**config.mk**
```make
export PLATFORM = sky130hd
export DESIGN_NAME = fb_win_addr_gen
export DESIGN_NICKNAME = d
export VERILOG_FILES = /design/src/rtl/fbw_pkg.sv /design/src/rtl/fbw_axis.sv /design/src/rtl/fbw_step_ctrl.sv /design/src/rtl/fbw_redraw.sv /design/src/rtl/fb_win_addr_gen.sv
export SDC_FILE = /design/constraint.sdc
export NUM_CORES = 1
export LEC_CHECK = 0
export BUFFER_PORTS_ARGS = -buffer_cell sky130_fd_sc_hd__buf_2
export CORE_MARGIN = 8
export CORE_UTILIZATION = 55
export DETAILED_ROUTE_END_ITERATION = 16
export PLACE_DENSITY_LB_ADDON = 0.12
export SYNTH_ARGS = -nofsm -noshare
export SYNTH_HDL_FRONTEND = slang
export SYNTH_HIERARCHICAL = 1
export SYNTH_SLANG_ARGS = --single-unit
```
**constraint.sdc**
```tcl
create_clock -name clk -period 4 [get_ports clk]
set_input_delay 0.6 -clock clk [delete_from_list [all_inputs] [get_ports clk]]
set_output_delay 0.6 -clock clk [all_outputs]
set_load 0.005 [all_outputs]
```
**src/rtl/fbw_pkg.sv**
```systemverilog
// Shared definitions for the windowed framebuffer write address generator.
// Assumes: axis sizes fit in 32-bit arithmetic.
package fbw_pkg;

    // Scan order selected by the row_first input.
    typedef enum logic {
        ORDER_COL_FIRST = 1'b0,
        ORDER_ROW_FIRST = 1'b1
    } scan_order_e;

    // Reduce a raw window value into the range of an axis.
    function automatic int unsigned axis_reduce(input int unsigned raw, input int unsigned size);
        return raw % size;
    endfunction

endpackage

```
**src/rtl/fbw_axis.sv**
```systemverilog
// One axis (column or row) of the write window.
// Holds the start, end and current position of the axis. A load replaces all
// three from reduced input values. A step moves the position by one, returning
// it to the start when it would pass the end.
// Assumes: load and step are never both acted on (load wins by priority here).
module fbw_axis #(
    parameter int unsigned SIZE = 64,
    parameter int unsigned IN_W = 8,
    localparam int unsigned W   = $clog2(SIZE)
) (
    input  logic            clk,
    input  logic            rst_n,
    input  logic            load,
    input  logic [IN_W-1:0] first,
    input  logic [IN_W-1:0] last,
    input  logic            step,
    output logic [W-1:0]    cur,
    output logic            wrap
);
    import fbw_pkg::*;

    logic [W-1:0] start_q;
    logic [W-1:0] end_q;
    logic [W-1:0] cur_q;
    logic [W-1:0] first_m;
    logic [W-1:0] last_m;
    logic [W:0]   cur_inc;

    // Reduce the incoming window bounds modulo the axis size.
    always_comb begin
        first_m = W'(axis_reduce(32'(first), SIZE));
        last_m  = W'(axis_reduce(32'(last), SIZE));
    end

    // Incremented position and whether it passes the window end.
    always_comb begin
        cur_inc = {1'b0, cur_q} + 1'b1;
        wrap    = cur_inc > {1'b0, end_q};
    end

    // Window bounds and position register.
    always_ff @(posedge clk) begin
        if (!rst_n) begin
            start_q <= '0;
            end_q   <= W'(SIZE - 1);
            cur_q   <= '0;
        end else if (load) begin
            start_q <= first_m;
            end_q   <= last_m;
            cur_q   <= first_m;
        end else if (step) begin
            cur_q   <= wrap ? start_q : cur_inc[W-1:0];
        end
    end

    assign cur = cur_q;

endmodule

```
**src/rtl/fbw_step_ctrl.sv**
```systemverilog
// Decides which axes advance after an accepted byte.
// The primary axis steps on every advancing write, and the secondary axis
// steps only when the primary wraps. Any load in the same cycle cancels the
// advance.
// Assumes: wrap inputs describe the current position, before this edge.
module fbw_step_ctrl (
    input  logic               wr_valid,
    input  logic               any_load,
    input  fbw_pkg::scan_order_e order,
    input  logic               col_wrap,
    input  logic               row_wrap,
    output logic               col_step,
    output logic               row_step
);
    import fbw_pkg::*;

    logic advance;

    // Select primary and secondary axis from the scan order.
    always_comb begin
        advance = wr_valid && !any_load;
        if (order == ORDER_ROW_FIRST) begin
            row_step = advance;
            col_step = advance && row_wrap;
        end else begin
            col_step = advance;
            row_step = advance && col_wrap;
        end
    end

endmodule

```
**src/rtl/fbw_redraw.sv**
```systemverilog
// Sticky flag that marks the framebuffer as changed since the last refresh.
// Assumes: set has priority over clear when both are seen in one cycle.
module fbw_redraw (
    input  logic clk,
    input  logic rst_n,
    input  logic set,
    input  logic clear,
    output logic flag
);
    // Set on a write, clear on a refresh, set wins.
    always_ff @(posedge clk) begin
        if (!rst_n)     flag <= 1'b0;
        else if (set)   flag <= 1'b1;
        else if (clear) flag <= 1'b0;
    end

endmodule

```
**src/rtl/fb_win_addr_gen.sv**
```systemverilog
// Windowed framebuffer write address generator (top).
// Presents each accepted byte on the memory port at the current window
// position in the same cycle, then advances the position in column-first or
// row-first order. Both axes wrap independently inside their windows.
// Assumes: COLS*ROWS cells, one byte each, address = col + row*COLS.
module fb_win_addr_gen #(
    parameter int unsigned COLS   = 64,
    parameter int unsigned ROWS   = 80,
    parameter int unsigned DATA_W = 8,
    parameter int unsigned WIN_W  = 8,
    localparam int unsigned COL_W  = $clog2(COLS),
    localparam int unsigned ROW_W  = $clog2(ROWS),
    localparam int unsigned ADDR_W = $clog2(COLS * ROWS)
) (
    input  logic              clk,
    input  logic              rst_n,
    input  logic              wr_valid,
    input  logic [DATA_W-1:0] wr_data,
    input  logic              row_first,
    input  logic              col_load,
    input  logic              row_load,
    input  logic [WIN_W-1:0]  win_first,
    input  logic [WIN_W-1:0]  win_last,
    input  logic              refresh_done,
    output logic              mem_we,
    output logic [ADDR_W-1:0] mem_addr,
    output logic [DATA_W-1:0] mem_wdata,
    output logic              redraw_pend
);
    import fbw_pkg::*;

    logic [COL_W-1:0] cur_col;
    logic [ROW_W-1:0] cur_row;
    logic             col_wrap;
    logic             row_wrap;
    logic             col_step;
    logic             row_step;
    scan_order_e      order;

    // Map the level input onto the scan order type.
    always_comb order = row_first ? ORDER_ROW_FIRST : ORDER_COL_FIRST;

    fbw_axis #(.SIZE(COLS), .IN_W(WIN_W)) u_col_axis (
        .clk   (clk),
        .rst_n (rst_n),
        .load  (col_load),
        .first (win_first),
        .last  (win_last),
        .step  (col_step),
        .cur   (cur_col),
        .wrap  (col_wrap)
    );

    fbw_axis #(.SIZE(ROWS), .IN_W(WIN_W)) u_row_axis (
        .clk   (clk),
        .rst_n (rst_n),
        .load  (row_load),
        .first (win_first),
        .last  (win_last),
        .step  (row_step),
        .cur   (cur_row),
        .wrap  (row_wrap)
    );

    fbw_step_ctrl u_step (
        .wr_valid (wr_valid),
        .any_load (col_load || row_load),
        .order    (order),
        .col_wrap (col_wrap),
        .row_wrap (row_wrap),
        .col_step (col_step),
        .row_step (row_step)
    );

    fbw_redraw u_redraw (
        .clk   (clk),
        .rst_n (rst_n),
        .set   (wr_valid),
        .clear (refresh_done),
        .flag  (redraw_pend)
    );

    // Address composition: concatenation for a power-of-two width, else multiply-add.
    generate
        if ((1 << COL_W) == COLS) begin : g_addr_concat
            assign mem_addr = ADDR_W'({cur_row, cur_col});
        end else begin : g_addr_mul
            assign mem_addr = ADDR_W'(cur_row) * ADDR_W'(COLS) + ADDR_W'(cur_col);
        end
    endgenerate

    // Memory write port driven straight from the accepted byte.
    always_comb begin
        mem_we    = wr_valid;
        mem_wdata = wr_data;
    end

endmodule


```
==> results.cfg, run 1 <==
[synth]
synth_seq_cells = 40
syn-instance-count = 331
synth_edf_count = 0
yosys_warnings = 6
async_flop_share_pct = 0
ys.flop_type = dfxtp_1
ys_seq_area_share_pct = 29.5
synth.cell_area_um2 = 2720
synth.distinct_cells = 56
synth_fp_nets = 379
syn_area_per_cell_um2 = 8.21

[clock_network]
clock_path_buffers = 2
cts_hold_buf = 0
cts.repair.resized = 0
clock_latency_ps = 300
cts_setup_buffers = 0
cts_buffers = 5
cts_tree = built
clkSlewWorstSetupHoldPaths_ps = 80
cts.htree.levels = 2
clockRootBuffer = clkbuf_8
clkSinkCount = 40

[routing]
ant_nets = 0
post-route-drc-count = 0
drt_first_iter_violations = 115
firstDrtPassIters = 4
drt-vias-per-instance = 5.70
drt-total-wl_mm = 6.36
post_drt_wl_per_cell_um = 15.4
vias = 2358

[floorplan]
die_area_um2 = 7450
io_pins = 54
die_h_um = 86.3
core_area_um2 = 4750
initial_core_util_pct = 57.2
dieWidth_um = 86.3
rows = 25

[timing]
fin_ws_ps = 579
finalSetupViolCount = 0
tightest_slew_ps = 737
min_period_over_period_pct = 85.5
rsz0062_at_grt = false
min_period_ps = 3420
maxSlewViolCount = 0
tns_ps = 0
fmax_mhz = 292
worst_clock_skew_ps = 6.55
max-slew-margin-rel_pct = 50.7
finalHoldViolations = 0

[place]
dp_worst_setup_slack_ps = 621
hpwl_mm = 4.60
port_buffers = 37
gp_congestion = 0.888

[final_layout]
drive_above_1_share_pct = 17.0
final_cell_mix = 40 x dfxtp_1, 37 x buf_2, 37 x nand2_1
layout_commonest_cell = dfxtp_1
fin_nets = 394
antenna_cells = 0
syn_to_final_growth_pct = 7.18

[setup_path]
cp_data_required_time_ps = 4200
critical_path_peak_fanout = 11
cp-start-kind = flop
end_kind = flop
cp_data_arrival_time_ps = 3620
setup.worst_path.class = flop to flop

[run]
drv_cap = 0

[min_path]
min_path_type = flop to flop

[global_route]
gr-total-overflow = 0
grt_max_degree = 34
grt_first_pass_wirelength_mm = 10.4
track_usage_pct = 17.2
antenna_found_initial = 0
grt_pass1_vias = 2180

[power]
power_leakage_nw = 1.33
peakVddDrop_uv = 169
powerDensity_nw_per_um2 = 316

[run_status]
outcome = finished clean
## power breakdown
group          switching (mW)  internal (mW)
sequential             0.0227          0.425
clock                   0.144          0.140
combinational           0.105         0.0826
## kinds of logic (layout without fill, tap and decap cells)
group | count (synthesis) | after routing | synth area share (%)
mux | 13 | 13 | 4.79
simple gates | 118 | 118 | 22.2
compound gates | 83 | 83 | 22.9
buf+inv | 49 | 65 | 9.21
fa+ha+maj | 18 | 18 | 8.20
flops | 40 | 40 | 29.5
xor+xnor | 10 | 10 | 3.22
## routing by layer
metal	routed length (um)	vias up	GRT usage [%]
met5	0	-	0
met4	65	0	4.85
met3	439	6	5.29
met2	2750	76	26.3
met1	3100	1057	22.6
li1	-	1219	-
## area by class of cell
| class | count | area, um^2 |
|---|---|---|
| clock buffer | 7 | 86.3 |
| multi-input combinational | 242 | 1670 |
| fill | 461 | 1840 |
| tap | 67 | 83.8 |
| timing repair buffer | 39 | 200 |
| inverter | 18 | 67.6 |
| clock inverter | 1 | 7.51 |
| sequential | 40 | 801 |
## synthesized netlist by cell type, types with 4 or more instances
library cell / n / area [um^2]
buf_6: 4 / 45.0
o21ai_0: 8 / 40.0
mux2i_1: 13 / 130
nand2_1: 37 / 139
nand3_1: 14 / 70.1
xor2_1: 5 / 43.8
xnor2_1: 5 / 43.8
nor2b_1: 11 / 68.8
a21oi_1: 14 / 70.1
o2111ai_1: 5 / 43.8
clkbuf_1: 14 / 52.6
nor2_1: 20 / 75.1
dfxtp_1: 40 / 801
ha_1: 17 / 213
buf_4: 9 / 67.6
nor3_1: 7 / 35.0
o211ai_1: 18 / 135
nand3b_1: 4 / 30.0
nand4_1: 4 / 25.0
inv_1: 18 / 67.6
a22o_1: 10 / 87.6
## sequential cells by signal, summed over array words and instances, names as in the netlist
| name | cells |
|---|---|
| u_col_axis/end_q | 6 |
| u_row_axis/end_q | 7 |
| u_col_axis/cur | 6 |
| u_col_axis/start_q | 6 |
| u_redraw/flag | 1 |
| u_row_axis/cur | 7 |
| u_row_axis/start_q | 7 |
## per-stage QoR
stage                     utilization, %  std cells  hold WS [ps]  power [mW]  cell area, um^2
after floorplan                        -        331           441       0.596             2720
final                               61.3        414           467       0.920             2910
after global placement              59.3        406           452       0.640             2820
after detailed placement            59.3        406           459       0.644             2820
after global routing                61.3        414           496       0.971             2910
after CTS                           61.3        414           470       0.927             2910
## worst paths after layout
kind | slack, ps | end | cells after the start | startpoint
worst max register to register | 580 | u_col_axis/cur[4] | 17 | u_row_axis/cur[0]
worst min-delay path | 470 | u_row_axis/end_q[5] | 2 | u_row_axis/end_q[5]
worst min register to register | 470 | u_row_axis/end_q[5] | 2 | u_row_axis/end_q[5]
worst max-delay path | 580 | u_col_axis/cur[4] | 17 | u_row_axis/cur[0]
## worst max-delay path, cell delays in order (launching register included)
cell and delay (ps):
dfxtp_1 470, ha_1 230, nand3_1 120, nor2_1 150, xor2_1 250, ha_1 300, a21oi_1 200, nand2_1 80
a32o_1 300, or2_1 350, inv_1 100, a21oi_2 60, nand2_1 50, nor2_1 40, buf_4 190, nand2_1 70
a21oi_1 40, a311o_1 320
Note: power is estimated with default switching activity, not from simulation.
==> run 2: changes to the inputs <==
CTS_BUF_LIST = sky130_fd_sc_hd__clkbuf_16   (was unset)
==> results.cfg, run 2 (synthesis results as in run 1) <==
[floorplan]
die_area_um2 = 7450
rows = 25
dieWidth_um = 86.3
core_area_um2 = 4750
die_h_um = 86.3
io_pins = 54
initial_core_util_pct = 57.2

[power]
peakVddDrop_uv = 202
switchingPower_uw = 283
powerDensity_nw_per_um2 = 344
pwr-share-seq_pct = 44.0
internal_power_uw = 734
power_leakage_nw = 1.36
power_frac_clock_pct = 37.5
p_sw_share_pct = 27.8
p_comb_share_pct = 18.5

[timing]
min_period_ps = 3440
tightest_slew_ps = 759
rsz0062_at_grt = false
tns_ps = 0
max-slew-margin-rel_pct = 49.2
finalSetupViolCount = 0
min_period_over_period_pct = 86.1
worst_clock_skew_ps = 7.56
fin_ws_ps = 557
maxSlewViolCount = 0
fmax_mhz = 290
finalHoldViolations = 0

[global_route]
antenna_found_initial = 0
track_usage_pct = 17.2
grt_max_degree = 34
met1_usage_pct = 22.5
grt_use_met3_pct = 5.58
top_usage_layer = met2
grt_first_pass_wirelength_mm = 10.4
grt_pass1_vias = 2188
gr-total-overflow = 0
grt_use_met2_pct = 26.6

[final_layout]
layout_commonest_cell = dfxtp_1
instances_no_fill = 414
design_area_um2 = 2960
fillCellCount = 454
final_cell_mix = 40 x dfxtp_1, 37 x buf_2, 37 x nand2_1
drive_above_1_share_pct = 16.7
syn_to_final_growth_pct = 8.89
antenna_cells = 0
fin_nets = 394

[clock_network]
cts_hold_buf = 0
cts_setup_buffers = 0
cts.htree.levels = 2
clock_latency_ps = 290
cts_buffers = 5
clockRootBuffer = clkbuf_16
clkSlewWorstSetupHoldPaths_ps = 60
cts_tree = built
clkSinkCount = 40
clock_path_buffers = 2
cts.repair.resized = 0

[routing]
drt_first_iter_violations = 112
drt-total-wl_mm = 6.36
drt-vias-per-instance = 5.76
ant_nets = 0
post-route-drc-count = 0
vias = 2386
firstDrtPassIters = 4
post_drt_wl_per_cell_um = 15.4

[setup_path]
critical_path_peak_fanout = 11
end_kind = flop
cp-start-kind = flop
setup.worst_path.class = flop to flop
cp_data_arrival_time_ps = 3620
cp_data_required_time_ps = 4180
ff2ff_setup_slack_ps = 560
ff2ff_path_depth = 17
r2r_end = u_col_axis/cur[4]
crit-reg2reg-launch = u_row_axis/cur[0]

[run_status]
outcome = finished clean

[place]
gp_congestion = 0.888
place_inst = 406
dpl_cell_area_um2 = 2820
dp_worst_setup_slack_ps = 621
hpwl_mm = 4.60
port_buffers = 37

[min_path]
holdPathEnd = u_row_axis/end_q[5]
hold_depth = 2
hp-start = u_row_axis/end_q[5]
min_path_type = flop to flop

[run]
drv_cap = 0
-- run 2: power by group through the flow --
| stage | combinational [mW] | clock, mW | sequential, mW |
|---|---|---|---|
| floorplan | 0.146 | 0 | 0.451 |
| global placement | 0.184 | 0 | 0.456 |
| detailed placement | 0.188 | 0 | 0.456 |
| CTS | 0.189 | 0.390 | 0.448 |
| global route | 0.212 | 0.408 | 0.451 |
| finish | 0.188 | 0.381 | 0.448 |
-- run 2: worst max-delay path by stage --
stage / start / end / slack [ps] / depth (start not counted)
after floorplan: u_row_axis/cur[0] / u_col_axis/cur[4] / 890 / 17
after global placement: u_row_axis/cur[0] / u_col_axis/cur[4] / 740 / 17
after detailed placement: u_row_axis/cur[0] / u_col_axis/cur[4] / 620 / 17
after CTS: u_row_axis/cur[0] / u_col_axis/cur[4] / 580 / 17
after global routing: u_row_axis/cur[0] / u_col_axis/cur[4] / 330 / 17
final: u_row_axis/cur[0] / u_col_axis/cur[4] / 560 / 17
-- run 2: critical path: stages, from the launching register on --
cell and delay (ps):
dfxtp_1 470, ha_1 230, nand3_1 120, nor2_1 150, xor2_1 230, ha_1 290
a21oi_1 210, nand2_1 80, a32o_1 300, or2_1 360, inv_1 110, a21oi_2 60
nand2_1 60, nor2_1 50, buf_4 190, nand2_1 70, a21oi_1 40, a311o_1 320
-- run 2: metal layers --
| layer | wire length [um] | part of all wire (%) |
|---|---|---|
| met1 | 3110 | 49 |
| met2 | 2770 | 44 |
| met3 | 404 | 6.4 |
| met4 | 70 | 1.1 |
| met5 | 0 | 0 |
-- run 2: stage by stage --
step / power (mW) / utilization [%] / hold slack [ps]
2_1_floorplan: 0.596 / - / 441
3_3_place_gp: 0.640 / 59.3 / 452
3_5_place_dp: 0.644 / 59.3 / 459
4_1_cts: 1.03 / 62.2 / 467
5_1_grt: 1.07 / 62.2 / 492
6_report: 1.02 / 62.2 / 463
-- run 2: final cells by class --
class                           count  area, um^2  share of cell area (%)
Timing Repair Buffer               39         200                    6.77
Clock buffer                        5         125                    4.23
Clock inverter                      3        15.0                   0.507
Inverter                           18        67.6                    2.28
Multi-Input combinational cell    242        1670                    56.3
Sequential cell                    40         801                    27.1
Tap cell                           67        83.8                    2.83
